[src/rtl/uq_pkg.sv]
package uq_pkg;
  typedef enum logic [1:0] {
    QM_SPLIT    = 2'd0,
    QM_CAPPED   = 2'd1,
    QM_OPEN     = 2'd2,
    QM_OPEN_ALT = 2'd3
  } qmode_e;
endpackage

[src/rtl/uq_admit.sv]
module uq_admit
  import uq_pkg::*;
#(
  parameter int DEPTH = 16,
  parameter int CAP   = 12,
  parameter int CNTW  = 5
) (
  input  logic            clk,
  input  logic            rst_n,
  input  qmode_e          mode,
  input  logic [1:0]      req,
  input  logic [CNTW-1:0] cnt0,
  input  logic [CNTW-1:0] cnt1,
  output logic [1:0]      gnt
);
  localparam int HALF = DEPTH / 2;

  logic            rr_q, rr_d;
  logic [CNTW-1:0] limit;
  logic [CNTW:0]   held, free_n;
  logic            ok0, ok1, contend;

  always_comb begin
    case (mode)
      QM_SPLIT:  limit = CNTW'(HALF);
      QM_CAPPED: limit = CNTW'(CAP);
      default:   limit = CNTW'(DEPTH);
    endcase
    held    = {1'b0, cnt0} + {1'b0, cnt1};
    free_n  = (CNTW+1)'(DEPTH) - held;
    ok0     = req[0] && (cnt0 < limit);
    ok1     = req[1] && (cnt1 < limit);
    contend = ok0 && ok1 && (free_n == (CNTW+1)'(1));
    if (free_n == '0) begin
      gnt = 2'b00;
    end else if (contend) begin
      gnt = rr_q ? 2'b10 : 2'b01;
    end else begin
      gnt = {ok1, ok0};
    end
    rr_d = rr_q ^ contend;
  end

  always_ff @(posedge clk or negedge rst_n) begin
    if (!rst_n) rr_q <= 1'b0;
    else        rr_q <= rr_d;
  end
endmodule

[src/rtl/uq_free_pool.sv]
module uq_free_pool #(
  parameter int DEPTH = 16,
  parameter int IDXW  = 4
) (
  input  logic            clk,
  input  logic            rst_n,
  input  logic            take_a,
  input  logic            take_b,
  input  logic            rel0,
  input  logic [IDXW-1:0] rel_idx0,
  input  logic            rel1,
  input  logic [IDXW-1:0] rel_idx1,
  output logic [IDXW-1:0] idx_a,
  output logic [IDXW-1:0] idx_b
);
  logic [DEPTH-1:0] free_q, free_d, rest, used, back;

  always_comb begin
    idx_a = '0;
    for (int i = DEPTH - 1; i >= 0; i--) if (free_q[i]) idx_a = IDXW'(i);
    rest        = free_q;
    rest[idx_a] = 1'b0;
    idx_b = '0;
    for (int i = DEPTH - 1; i >= 0; i--) if (rest[i]) idx_b = IDXW'(i);
    used = '0;
    if (take_a) used[idx_a] = 1'b1;
    if (take_b) used[idx_b] = 1'b1;
    back = '0;
    if (rel0) back[rel_idx0] = 1'b1;
    if (rel1) back[rel_idx1] = 1'b1;
    free_d = (free_q & ~used) | back;
  end

  always_ff @(posedge clk or negedge rst_n) begin
    if (!rst_n) free_q <= '1;
    else        free_q <= free_d;
  end
endmodule

[src/rtl/uq_order_fifo.sv]
module uq_order_fifo #(
  parameter int DEPTH = 16,
  parameter int IDXW  = 4,
  parameter int CNTW  = 5
) (
  input  logic            clk,
  input  logic            rst_n,
  input  logic            push,
  input  logic [IDXW-1:0] push_idx,
  input  logic            pop,
  output logic [IDXW-1:0] head_idx,
  output logic [CNTW-1:0] count
);
  logic [IDXW-1:0] ring [DEPTH];
  logic [IDXW-1:0] wp_q, wp_d, rp_q, rp_d;
  logic [CNTW-1:0] cnt_q, cnt_d;

  function automatic logic [IDXW-1:0] bump(input logic [IDXW-1:0] p);
    return (p == IDXW'(DEPTH - 1)) ? '0 : p + 1'b1;
  endfunction

  always_comb begin
    wp_d  = push ? bump(wp_q) : wp_q;
    rp_d  = pop  ? bump(rp_q) : rp_q;
    cnt_d = cnt_q + CNTW'(push) - CNTW'(pop);
  end

  always_ff @(posedge clk or negedge rst_n) begin
    if (!rst_n) begin
      wp_q  <= '0;
      rp_q  <= '0;
      cnt_q <= '0;
    end else begin
      wp_q  <= wp_d;
      rp_q  <= rp_d;
      cnt_q <= cnt_d;
    end
  end

  always_ff @(posedge clk) begin
    if (push) ring[wp_q] <= push_idx;
  end

  assign head_idx = ring[rp_q];
  assign count    = cnt_q;
endmodule

[src/rtl/dual_thread_uop_queue.sv]
module dual_thread_uop_queue
  import uq_pkg::*;
#(
  parameter int DEPTH  = 16,
  parameter int CAP    = 12,
  parameter int DATA_W = 8,
  localparam int IDXW  = $clog2(DEPTH),
  localparam int CNTW  = $clog2(DEPTH + 1)
) (
  input  logic              clk,
  input  logic              rst_n,
  input  logic [1:0]        mode_i,
  input  logic              t0_enq_vld,
  input  logic [DATA_W-1:0] t0_enq_data,
  output logic              t0_stall,
  input  logic              t0_deq,
  output logic [DATA_W-1:0] t0_deq_data,
  output logic [CNTW-1:0]   t0_count,
  output logic              t0_empty,
  input  logic              t1_enq_vld,
  input  logic [DATA_W-1:0] t1_enq_data,
  output logic              t1_stall,
  input  logic              t1_deq,
  output logic [DATA_W-1:0] t1_deq_data,
  output logic [CNTW-1:0]   t1_count,
  output logic              t1_empty,
  output logic [1:0]        cur_mode
);
  qmode_e            mode_q, mode_d;
  logic [1:0]        req, gnt, pop, deq_r;
  logic [CNTW-1:0]   cnt  [2];
  logic [IDXW-1:0]   slot [2];
  logic [IDXW-1:0]   head [2];
  logic [DATA_W-1:0] wdat [2];
  logic [IDXW-1:0]   idx_a, idx_b;
  logic [DATA_W-1:0] store [DEPTH];

  assign req     = {t1_enq_vld, t0_enq_vld};
  assign deq_r   = {t1_deq, t0_deq};
  assign wdat[0] = t0_enq_data;
  assign wdat[1] = t1_enq_data;

  always_comb begin
    mode_d = ((cnt[0] == '0) && (cnt[1] == '0)) ? qmode_e'(mode_i) : mode_q;
  end

  always_ff @(posedge clk or negedge rst_n) begin
    if (!rst_n) mode_q <= QM_SPLIT;
    else        mode_q <= mode_d;
  end

  uq_admit #(.DEPTH(DEPTH), .CAP(CAP), .CNTW(CNTW)) u_admit (
    .clk (clk), .rst_n (rst_n), .mode (mode_q), .req (req),
    .cnt0 (cnt[0]), .cnt1 (cnt[1]), .gnt (gnt)
  );

  uq_free_pool #(.DEPTH(DEPTH), .IDXW(IDXW)) u_pool (
    .clk (clk), .rst_n (rst_n),
    .take_a (gnt[0] | gnt[1]), .take_b (gnt[0] & gnt[1]),
    .rel0 (pop[0]), .rel_idx0 (head[0]),
    .rel1 (pop[1]), .rel_idx1 (head[1]),
    .idx_a (idx_a), .idx_b (idx_b)
  );

  assign slot[0] = idx_a;
  assign slot[1] = gnt[0] ? idx_b : idx_a;

  for (genvar t = 0; t < 2; t++) begin : g_thr
    assign pop[t] = deq_r[t] && (cnt[t] != '0);

    uq_order_fifo #(.DEPTH(DEPTH), .IDXW(IDXW), .CNTW(CNTW)) u_order (
      .clk (clk), .rst_n (rst_n),
      .push (gnt[t]), .push_idx (slot[t]),
      .pop (pop[t]), .head_idx (head[t]), .count (cnt[t])
    );

    always_ff @(posedge clk) begin
      if (gnt[t]) store[slot[t]] <= wdat[t];
    end
  end

  assign t0_stall    = req[0] & ~gnt[0];
  assign t1_stall    = req[1] & ~gnt[1];
  assign t0_deq_data = store[head[0]];
  assign t1_deq_data = store[head[1]];
  assign t0_count    = cnt[0];
  assign t1_count    = cnt[1];
  assign t0_empty    = (cnt[0] == '0);
  assign t1_empty    = (cnt[1] == '0);
  assign cur_mode    = mode_q;
endmodule

[config.mk]
export PLATFORM = sky130hd
export DESIGN_NAME = dual_thread_uop_queue
export DESIGN_NICKNAME = d
export VERILOG_FILES = /design/src/rtl/uq_pkg.sv /design/src/rtl/uq_admit.sv /design/src/rtl/uq_free_pool.sv /design/src/rtl/uq_order_fifo.sv /design/src/rtl/dual_thread_uop_queue.sv
export SDC_FILE = /design/constraint.sdc
export NUM_CORES = 1
export LEC_CHECK = 0
export BUFFER_PORTS_ARGS = -buffer_cell sky130_fd_sc_hd__buf_2
export CORE_MARGIN = 10
export CORE_UTILIZATION = 70
export CTS_BUF_LIST = sky130_fd_sc_hd__clkbuf_8
export DETAILED_ROUTE_END_ITERATION = 16
export PLACE_DENSITY = 0.9
export REMOVE_ABC_BUFFERS = 1
export SLEW_MARGIN = 20
export SYNTH_ARGS = -nofsm -noshare
export SYNTH_HDL_FRONTEND = slang
export SYNTH_HIERARCHICAL = 1
export SYNTH_SLANG_ARGS = --single-unit
[constraint.sdc]
create_clock -name clk -period 7.8 [get_ports clk]
set_input_delay 0.39 -clock clk [delete_from_list [all_inputs] [get_ports clk]]
set_output_delay 0.39 -clock clk [all_outputs]
set_load 0.01 [all_outputs]
==> flow_metrics.env <==
export IMPL_fin_crit_ns=5.08
export IMPL_worstPathRequired_ns=8.13
export IMPL_layout_setup_ws_ns=2.72
export IMPL_numCtsBuffers=47
export IMPL_cp_slowest_cell="a21oi_1"
export IMPL_antenna_found_initial=1
export IMPL_place_congestion=0.928
export IMPL_placed_cell_area_sq_mm=0.0175
export IMPL_synthesis_area_sq_mm=0.0170
export IMPL_synth_compound_area_share_pct=9.45
export IMPL_clock_sinks=301
export IMPL_status="finished, final reports clean"
export IMPL_grt_overflow=0
export IMPL_dpl_hpwl_um=28800
export IMPL_worst_setup_path_start_kind="flop"
export IMPL_end_kind="flop"
export IMPL_timing_critical_path_max_delay_family="compound AO/OA/AOI/OAI gates"
export IMPL_cts_resized=0
export IMPL_yosysWarnings=6
export IMPL_path_cells="or2_2 -> o22ai_1 -> a21oi_1 -> o211a_1 -> a41oi_1 -> a21oi_1 -> o21ai_0 -> a21boi_1 -> nor3b_4 -> o221ai_2 -> o21ai_0 -> buf_4"
export IMPL_drtIter0Drc=1671
export IMPL_first_global_vias=11700
export IMPL_clkPwrFrac_pct=16.7
export IMPL_path_class="reg2reg"
export IMPL_clock_fmax_ghz=0.197
export IMPL_fin_nets=1321
export IMPL_syn_inst=1221
export IMPL_drive_above_1_share_pct=31.9
export IMPL_die_x_um=176
export IMPL_wl_per_cell_um=27.1
export IMPL_clk_latency_ns=0.59
export IMPL_coreArea_sq_mm=0.0241
export IMPL_grt_max_degree=46
export IMPL_synth_top_family_by_area="multiplexers"
export IMPL_p_sw_uw=3360
export IMPL_synth_seq_cells=301
export IMPL_synth_edf_count=256
export IMPL_swShare_pct=43.4
export IMPL_slew_violations=0
export IMPL_vias=11700
export IMPL_syn_to_final_growth_pct=7.86
export IMPL_synth_xor_xnor_area_share_pct=0.918
export IMPL_max_cap_violations=0
export IMPL_die_area_sq_mm=0.0310
export IMPL_seqPwrFrac_pct=31.6
export IMPL_min_period_over_period_pct=65.1
export IMPL_clockRootBuffer="clkbuf_8"
export IMPL_worstMarginPinSlew_ns=1.14
export IMPL_hold_class="in2reg"
export IMPL_synthFlopType="edfxtp_1"
export IMPL_drt_wl_total_um=43900
export IMPL_power_leakage_uw=0.00645
export IMPL_synth_distinct_cells=82
export IMPL_io_buffers=55
export IMPL_die_h_um=176
export IMPL_crit_arrival_ns=5.41
export IMPL_initial_core_util_pct=70.7
export IMPL_cellPowerDensity_mw_per_mm2=421
export IMPL_fin_hold_ws_ns=0.0483
export IMPL_finalSetupViolCount=0
export IMPL_ys_seq_area_share_pct=51.9
export IMPL_tns_ns=0
export IMPL_firstDrtPassIters=6
export IMPL_synth_avg_cell_area_sq_um=13.9
export IMPL_wl_met3_um=4850
export IMPL_clockBufferDepth=3
export IMPL_design_area_sq_mm=0.0184
export IMPL_yosys_area_share_simple_pct=9.73
export IMPL_final_util_pct=76.2
export IMPL_met2_wirelength_um=21600
export IMPL_comb_power_share_pct=51.8
export IMPL_rsz0062_at_grt="false"
export IMPL_fp_row_count=57
export IMPL_dp_slack_ns=2.54
export IMPL_async_flop_share_pct=15.0
export IMPL_path_clk_slew_ns=0.06
export IMPL_finalHoldViolCount=0
export IMPL_grt_pass1_wl_um=67500
export IMPL_synth_fa_ha_area_share_pct=2.84
export IMPL_path_max_fanout=14
export IMPL_met1_length_um=15200
export IMPL_p_int_uw=4380
export IMPL_cts_tree="done"
export IMPL_drc=0
export IMPL_skew_ns=0.0235
export IMPL_slowest_delay_ns=0.76
export IMPL_synth_mux_area_share_pct=21.8
export IMPL_ir_drop_mv=0.297
export IMPL_io_pins=56
export IMPL_ant_nets=0
export IMPL_crit_buf_inv=1
export IMPL_slew_limit_headroom_pct=22.9
export IMPL_cts_setup_buffers=0
export IMPL_grt_total_usage_pct=28.2
export IMPL_h_tree_depth=2
export IMPL_route_top_layer_used="met4"
export IMPL_viasPerCell=7.19
==> cell usage after synthesis, drive strengths merged (6+ instances only) <==
master / instances / area [sq um]
nand3: 16 / 90.1
or4: 6 / 48.8
and3b: 9 / 78.8
nor2: 48 / 180
dfrtp: 29 / 726
mux4: 88 / 2000
mux2: 136 / 1530
xnor2: 16 / 148
inv: 48 / 180
nor2b: 22 / 138
a21oi: 23 / 115
mux2i: 18 / 180
edfxtp: 256 / 7690
and2: 14 / 90.1
clkbuf: 46 / 173
nand4: 8 / 50.1
nor3: 12 / 87.6
dfstp: 16 / 420
a21boi: 8 / 60.1
o211ai: 6 / 50.1
o21ai: 55 / 275
o221ai: 17 / 294
a31oi: 12 / 75.1
buf: 33 / 224
a22oi: 52 / 404
nand2: 87 / 327
nor4: 8 / 71.3
nand2b: 17 / 106
a32oi: 7 / 61.3
nor3b: 22 / 220
ha: 33 / 413
==> stage by stage <==
step,std cells,total power (uW)
floorplan,1142,5080
finish,1622,7730
global route,1622,8100
global placement,1535,6190
CTS,1621,7660
detailed placement,1535,6340
==> state kept, by name, indices dropped and copies added (netlist names) <==
name	flops
cur_mode	2
g_thr.u_order/count	10
g_thr.u_order/ring	128
g_thr.u_order/rp_q	8
g_thr.u_order/wp_q	8
store	128
u_admit/rr_q	1
u_pool/free_q	16
==> per-layer routing <==
layer,vias up,GRT usage (%)
li1,4896,-
met1,5696,34.5
met2,878,45.9
met3,190,7.18
met4,0,14.6
met5,-,0
==> what timing repair did <==
item	in CTS	in global routing
hold endpoints to repair	29	0
setup endpoints to repair	0	0
hold buffers	1	0
==> area by class of cell <==
| class | count | area [sq um] |
|---|---|---|
| fill | 1445 | 5740 |
| timing repair buffer | 70 | 390 |
| antenna | 1 | 2.50 |
| multi-input combinational | 793 | 7660 |
| clock buffer | 50 | 688 |
| tap | 324 | 405 |
| inverter | 48 | 180 |
| clock inverter | 35 | 211 |
| sequential | 301 | 8830 |
==> power groups by stage <==
stage	logic, uW	clock network (uW)	registers, uW
global route	4250	1370	2480
detailed placement	3880	0	2460
CTS	3920	1300	2440
finish	4000	1290	2440
floorplan	2680	0	2390
global placement	3750	0	2440
==> final timing paths <==
check | from | endpoint | slack (ns) | cells past startpoint
setup / recovery | u_pool/free_q[0] | store[3][2] | 2.72 | 12
hold / removal | mode_i[0] | cur_mode[0] | 0.05 | 2
setup reg to reg | u_pool/free_q[0] | store[3][2] | 2.72 | 12
hold reg to reg | u_admit/rr_q | u_admit/rr_q | 0.56 | 2
max in group asynchronous | rst_n | g_thr[0].u_order/rp_q[2] | 6.91 | 3
min in group asynchronous | rst_n | g_thr[1].u_order/wp_q[3] | 0.45 | 3
==> cell usage in the layout (no fill, tap or decap), types with 6 or more instances in the layout <==
master    count
nor2b_1      22
mux4_2       82
clkbuf_8     50
o21ai_0      38
mux2_2      136
and2_1        8
nand3_1      14
a32oi_1       7
xnor2_1      15
nand2_1      84
ha_1         33
o221ai_2     12
nor2_1       48
dfstp_2      16
nor4_1        6
nand2b_1     17
mux4_1        6
a21oi_1      19
nor3b_1      16
inv_1        59
nor3_1        9
a22oi_1      51
buf_4        14
a31oi_1      12
clkinv_1     14
dfrtp_1      29
mux2i_1      18
edfxtp_1    256
and3b_1       9
nand4_1       8
buf_2        55
o21ai_1      17
==> logic make-up (layout without fill, tap and decap cells) <==
logic type / Yosys count / in the layout
AND/OR/NAND/NOR: 290 / 290
other: 0 / 1
adder cells (fa/ha/maj): 37 / 37
multiplexers: 242 / 242
AO/OA/AOI/OAI: 207 / 207
buffers and inverters: 127 / 203
XOR/XNOR: 17 / 17
flip-flops: 301 / 301
==> worst register-to-register path, delay by kind of cell, from the launching register on <==
family	cells	cell delay (ns)
AOI/OAI and AO/OA	9	3.57
and+or+nand+nor	2	0.35
DFF	1	0.64
buffers and inverters	1	0.29
Note: power is estimated with default switching activity, not from simulation.
